**config.mk**
```make
export PLATFORM = sky130hd
export DESIGN_NAME = lnkglue_top
export DESIGN_NICKNAME = d
export VERILOG_FILES = /design/src/rtl/lnkglue_pkg.sv /design/src/rtl/lnkglue_ctrl.sv /design/src/rtl/lnkglue_dp.sv /design/src/rtl/lnkglue_top.sv
export SDC_FILE = /design/constraint.sdc
export NUM_CORES = 1
export LEC_CHECK = 0
export ABC_AREA = 1
export BUFFER_PORTS_ARGS = -buffer_cell sky130_fd_sc_hd__buf_2
export CORE_MARGIN = 2
export CORE_UTILIZATION = 33
export DETAILED_ROUTE_END_ITERATION = 8
export PLACE_DENSITY = 0.76
export SYNTH_ARGS = -nofsm -noshare
export SYNTH_HDL_FRONTEND = slang
export SYNTH_SLANG_ARGS = --single-unit
```
**constraint.sdc**
```tcl
create_clock -name clk -period 1.6 [get_ports clk]
set_input_delay 0 -clock clk [delete_from_list [all_inputs] [get_ports clk]]
set_output_delay 0 -clock clk [all_outputs]
set_load 0.05 [all_outputs]
```
**src/rtl/lnkglue_pkg.sv**
```systemverilog
`timescale 1ns/1ps
package lnkglue_pkg;
  localparam int WIN_BITS = 4;

  localparam logic [WIN_BITS-1:0] OFF_RXDATA  = 4'd0;
  localparam logic [WIN_BITS-1:0] OFF_TXDATA  = 4'd1;
  localparam logic [WIN_BITS-1:0] OFF_ISTAT   = 4'd2;
  localparam logic [WIN_BITS-1:0] OFF_OSTAT   = 4'd3;
  localparam logic [WIN_BITS-1:0] OFF_RESET   = 4'd8;
  localparam logic [WIN_BITS-1:0] OFF_ANALYSE = 4'd12;

  typedef enum logic [1:0] {RD_NONE = 2'd0, RD_ADP = 2'd1, RD_ERR = 2'd2} rdSrc_t;

  typedef struct packed {
    logic   adpRd;
    logic   adpWr;
    logic   rstWr;
    logic   anaWr;
    rdSrc_t rdSrc;
  } glueCtl_t;
endpackage

```
**src/rtl/lnkglue_ctrl.sv**
```systemverilog
`timescale 1ns/1ps
module lnkglue_ctrl
  import lnkglue_pkg::*;
#(
  parameter int ADDR_W = 16,
  parameter int SLOT_W = 3,
  parameter logic [ADDR_W-1:0] SLOT_BASE = 16'hC080,
  parameter logic [ADDR_W-1:0] CART_BASE = 16'hDE00
) (
  input  logic              clk,
  input  logic              rst,
  input  logic              slotMode,
  input  logic [SLOT_W-1:0] slotNum,
  input  logic              busAcc,
  input  logic              busWr,
  input  logic [ADDR_W-1:0] busAddr,
  output glueCtl_t          ctl
);
  localparam int TAG_W = ADDR_W - WIN_BITS;

  logic              accPrev;
  logic              accStart;
  logic [ADDR_W-1:0] slotBase;
  logic [ADDR_W-1:0] winBase;
  logic              winHit;
  logic [WIN_BITS-1:0] off;

  always_ff @(posedge clk) begin
    if (rst) accPrev <= 1'b0;
    else     accPrev <= busAcc;
  end

  assign accStart = busAcc && !accPrev;
  assign slotBase = SLOT_BASE + (ADDR_W'(slotNum) << WIN_BITS);
  assign winBase  = slotMode ? slotBase : CART_BASE;
  assign winHit   = busAddr[ADDR_W-1 -: TAG_W] == winBase[ADDR_W-1 -: TAG_W];
  assign off      = busAddr[WIN_BITS-1:0];

  always_comb begin
    ctl = '0;
    if (busAcc && winHit) begin
      case (off)
        OFF_RXDATA: if (!busWr) begin
          ctl.adpRd = accStart;
          ctl.rdSrc = RD_ADP;
        end
        OFF_TXDATA: if (busWr) ctl.adpWr = accStart;
        OFF_ISTAT, OFF_OSTAT: begin
          if (busWr) ctl.adpWr = accStart;
          else begin
            ctl.adpRd = accStart;
            ctl.rdSrc = RD_ADP;
          end
        end
        OFF_RESET: begin
          if (busWr) ctl.rstWr = accStart;
          else       ctl.rdSrc = RD_ERR;
        end
        OFF_ANALYSE: if (busWr) ctl.anaWr = accStart;
        default: ctl = '0;
      endcase
    end
  end
endmodule

```
**src/rtl/lnkglue_dp.sv**
```systemverilog
`timescale 1ns/1ps
module lnkglue_dp
  import lnkglue_pkg::*;
#(
  parameter int DATA_W = 8
) (
  input  logic              clk,
  input  logic              rst,
  input  glueCtl_t          ctl,
  input  logic [DATA_W-1:0] busWdata,
  output logic [DATA_W-1:0] busRdata,
  input  logic [DATA_W-1:0] adpRdata,
  output logic              adpCsN,
  output logic              adpRdN,
  output logic              adpWrN,
  output logic [DATA_W-1:0] adpWdata,
  input  logic              lnkErrorN,
  output logic              lnkResetN,
  output logic              lnkAnalyseN
);
  logic rstLat;
  logic anaLat;

  always_ff @(posedge clk) begin
    if (rst) begin
      rstLat <= 1'b0;
      anaLat <= 1'b0;
    end else begin
      if (ctl.rstWr) rstLat <= busWdata[0];
      if (ctl.anaWr) anaLat <= busWdata[0];
    end
  end

  always_comb begin
    case (ctl.rdSrc)
      RD_ADP:  busRdata = adpRdata;
      RD_ERR:  busRdata = {{(DATA_W-1){1'b0}}, ~lnkErrorN};
      default: busRdata = '0;
    endcase
  end

  assign adpCsN      = !(ctl.adpRd || ctl.adpWr);
  assign adpRdN      = !ctl.adpRd;
  assign adpWrN      = !ctl.adpWr;
  assign adpWdata    = busWdata;
  assign lnkResetN   = !rstLat;
  assign lnkAnalyseN = !anaLat;
endmodule

```
**src/rtl/lnkglue_top.sv**
```systemverilog
`timescale 1ns/1ps
module lnkglue_top
  import lnkglue_pkg::*;
#(
  parameter int ADDR_W = 16,
  parameter int DATA_W = 8,
  parameter int SLOT_W = 3,
  parameter logic [ADDR_W-1:0] SLOT_BASE = 16'hC080,
  parameter logic [ADDR_W-1:0] CART_BASE = 16'hDE00
) (
  input  logic              clk,
  input  logic              rst,
  input  logic              slotMode,
  input  logic [SLOT_W-1:0] slotNum,
  input  logic              busAcc,
  input  logic              busWr,
  input  logic [ADDR_W-1:0] busAddr,
  input  logic [DATA_W-1:0] busWdata,
  output logic [DATA_W-1:0] busRdata,
  output logic              adpCsN,
  output logic              adpRdN,
  output logic              adpWrN,
  output logic [1:0]        adpRs,
  output logic [DATA_W-1:0] adpWdata,
  input  logic [DATA_W-1:0] adpRdata,
  output logic              lnkResetN,
  output logic              lnkAnalyseN,
  input  logic              lnkErrorN
);
  glueCtl_t ctl;

  lnkglue_ctrl #(
    .ADDR_W(ADDR_W), .SLOT_W(SLOT_W),
    .SLOT_BASE(SLOT_BASE), .CART_BASE(CART_BASE)
  ) ctrl_i (
    .clk(clk), .rst(rst), .slotMode(slotMode), .slotNum(slotNum),
    .busAcc(busAcc), .busWr(busWr), .busAddr(busAddr), .ctl(ctl)
  );

  lnkglue_dp #(.DATA_W(DATA_W)) dp_i (
    .clk(clk), .rst(rst), .ctl(ctl),
    .busWdata(busWdata), .busRdata(busRdata), .adpRdata(adpRdata),
    .adpCsN(adpCsN), .adpRdN(adpRdN), .adpWrN(adpWrN), .adpWdata(adpWdata),
    .lnkErrorN(lnkErrorN), .lnkResetN(lnkResetN), .lnkAnalyseN(lnkAnalyseN)
  );

  assign adpRs = busAddr[1:0];
endmodule

```
==> flow_summary.ini <==
[timing]
slew_headroom_pct = 83.3
worstMarginPinSlew_ns = 0.252
finalCritPeriodShare_pct = 89.9
fin_crit_ns = 1.44
holdWs_ns = 0.0000193
finalHoldViolations = 0
finClkSkew_ns = 0.00249
grt_setup_unrepaired = no
final_max_slew_viol_count = 0
finalSetupViolations = 0
tns_ns = 0
fmax_ghz = 0.695

[detailed_routing]
wl_per_cell_um = 7.35
drc = 0
dr.pass1.iters = 3
routed_wl_um = 1210
num_vias = 673
viasPerCell = 4.10
drtIter0Drc = 10
ant_nets = 0

[synthesis]
yosys.area.top_type = nand2_1
synth_seq_cells = 3
synth_mux_area_share_pct = 0
synth-xor-area-share_pct = 0
synth_area_sq_um = 579
synth_area_leaders = nand2_1 (18%), inv_1 (16%), buf_4 (13%)
synth_cell_type_count = 20
synth-simple-area-share_pct = 51.8
synth-adder-area-share_pct = 4.32
ys_seq_area_share_pct = 10.4
synthCells = 105
synth-warning-count = 0
synth_compound_area_share_pct = 1.73
synth.top_cell.area_share_pct = 18.1
synth_nets = 148
syn_area_per_cell_sq_um = 5.52
synth_top_family_by_area = simple AND/OR/NAND/NOR gates

[power]
powerDensity_nw_per_um2 = 389
irDropWorstVdd_mv = 0.256
leakagePower_nw = 0.524

[place]
place_hpwl_um = 1100
placed_cell_area_sq_um = 759
dpl.cell_count = 159
gp_congestion = 0.729
io_buffers = 49

[clock_network]
cts.sinks = 3
cts_tree = yes
cts_setup_buffers = 0
clk_path_buf_depth = 2
clk_latency_ns = 0.23
numCtsBuffers = 3
cts-root-buf = clkbuf_4
htree_levels = 1

[global_routing]
grt_first_pass_wirelength_um = 1710
grt_max_degree = 10
antenna_found_initial = 0
gr-total-overflow = 0
grt_pass1_vias = 512
grt_use_total_pct = 11.1

[finish]
layout_commonest_cell = buf_2
finalNetCount = 191
layout-drive-gt1-share_pct = 43.5
n_antenna_cell = 0
fin_area_sq_um = 801
area_growth_pct = 38.2
stdcell_count = 164
layout_common_cells = buf_2 (48), nand2_1 (28), inv_1 (24), nor2_1 (15), nand3_1 (6)

[worst_setup_path]
path_class = in2out
path_max_fanout = 9
reg2reg_to = dp_i.anaLat
cp.arrival_ns = 1.44
cp-end-kind = output port
cp.required_ns = 1.60
worstSetupStartpointType = primary input
reg2reg_slack_ns = 0.63
r2r_cells = 7
r2r_start = ctrl_i.accPrev

[floorplanning]
core_sq_um = 1690
die_y_um = 45.9
die-area_sq_um = 2110
die_w_um = 45.9
std_cell_rows = 15
io_pins = 64
start_util_pct = 34.3

[worst_hold_path]
hold_path_end = adpWdata[1]
min_path_type = in2out
worstHoldPathCells = 0
worstHoldStart = busWdata[1]

[status]
status = completed

[run]
drv_cap = 0
==> cell families (layout without fill, tap and decap cells) <==
logic type | after synthesis | count (layout)
simple gates | 61 | 61
compound gates | 2 | 2
buf+inv | 37 | 79
flops | 3 | 3
fa+ha+maj | 2 | 2
==> cells in the mapped netlist <==
master,instances
nor2_4,1
nor3_2,1
inv_2,1
nand4_1,2
buf_4,10
ha_1,2
dfxtp_1,3
nand3_1,6
nor3_4,1
nor2_1,15
nand2_2,1
clkbuf_1,1
buf_6,1
inv_1,24
nand4_2,1
nand2_1,28
nand3b_1,1
a21oi_1,2
nor2_2,2
nand3_2,2
==> worst max-delay path by stage <==
stage | startpoint | endpoint | slack, ns
after floorplan | slotMode | busRdata[0] | 0.009
after CTS | slotMode | busRdata[0] | 0.02
final | slotMode | busRdata[0] | 0.16
after global placement | busAddr[8] | busRdata[0] | 0.09
after global routing | slotMode | busRdata[0] | 0.008
after detailed placement | slotMode | busRdata[0] | 0.02
==> routing by layer <==
| layer | wire length, um | track usage [%] |
|---|---|---|
| met5 | 0 | 0 |
| met4 | 12 | 6.86 |
| met3 | 133 | 3.17 |
| met2 | 569 | 20.6 |
| met1 | 489 | 10.6 |
==> cell type report <==
| cell class | instances | area, sq um |
|---|---|---|
| multi-input cells | 65 | 342 |
| repair buffers | 50 | 258 |
| flip-flops and latches | 3 | 60.1 |
| clock buffers | 4 | 26.3 |
| fillers | 177 | 888 |
| well taps | 17 | 21.3 |
| inverters | 25 | 93.8 |
==> state kept, by name (all words and copies together) (netlist names) <==
| name | count |
|---|---|
| ctrl_i.accPrev | 1 |
| dp_i.anaLat | 1 |
| dp_i.rstLat | 1 |
==> what timing repair did <==
item                                    CTS  global route
hold buffers                              1             0
endpoints found under the hold margin     1             0
endpoints found under the setup margin    0             3
resized for setup                         0             3
==> report_power, final <==
part	internal (mW)	leakage [nW]	switching, mW	total [mW]
combinational	0.0460	0.485	0.0576	0.104
sequential	0.0766	0.0244	0.000280	0.0768
clock	0.0934	0.0150	0.0377	0.131
total	0.216	0.524	0.0956	0.311
==> through the flow <==
stage                     power [mW]  setup WS (ns)  util [%]
final                          0.311          0.161      47.4
after floorplan                0.183        0.00947         -
after detailed placement       0.181         0.0222      45.0
after CTS                      0.321         0.0189      47.1
after global routing           0.341        0.00828      47.4
after global placement         0.179         0.0865      45.0
==> critical path, stage by stage <==
cell	delay (ns)
buf_2	0.14
nand2_1	0.07
nand2_1	0.05
nand2_1	0.07
nand3_2	0.08
nor2_4	0.16
nand4_2	0.12
inv_1	0.09
ha_2	0.24
nand2_1	0.08
a21oi_2	0.14
buf_4	0.20
Power figures use the tool's default switching activity.
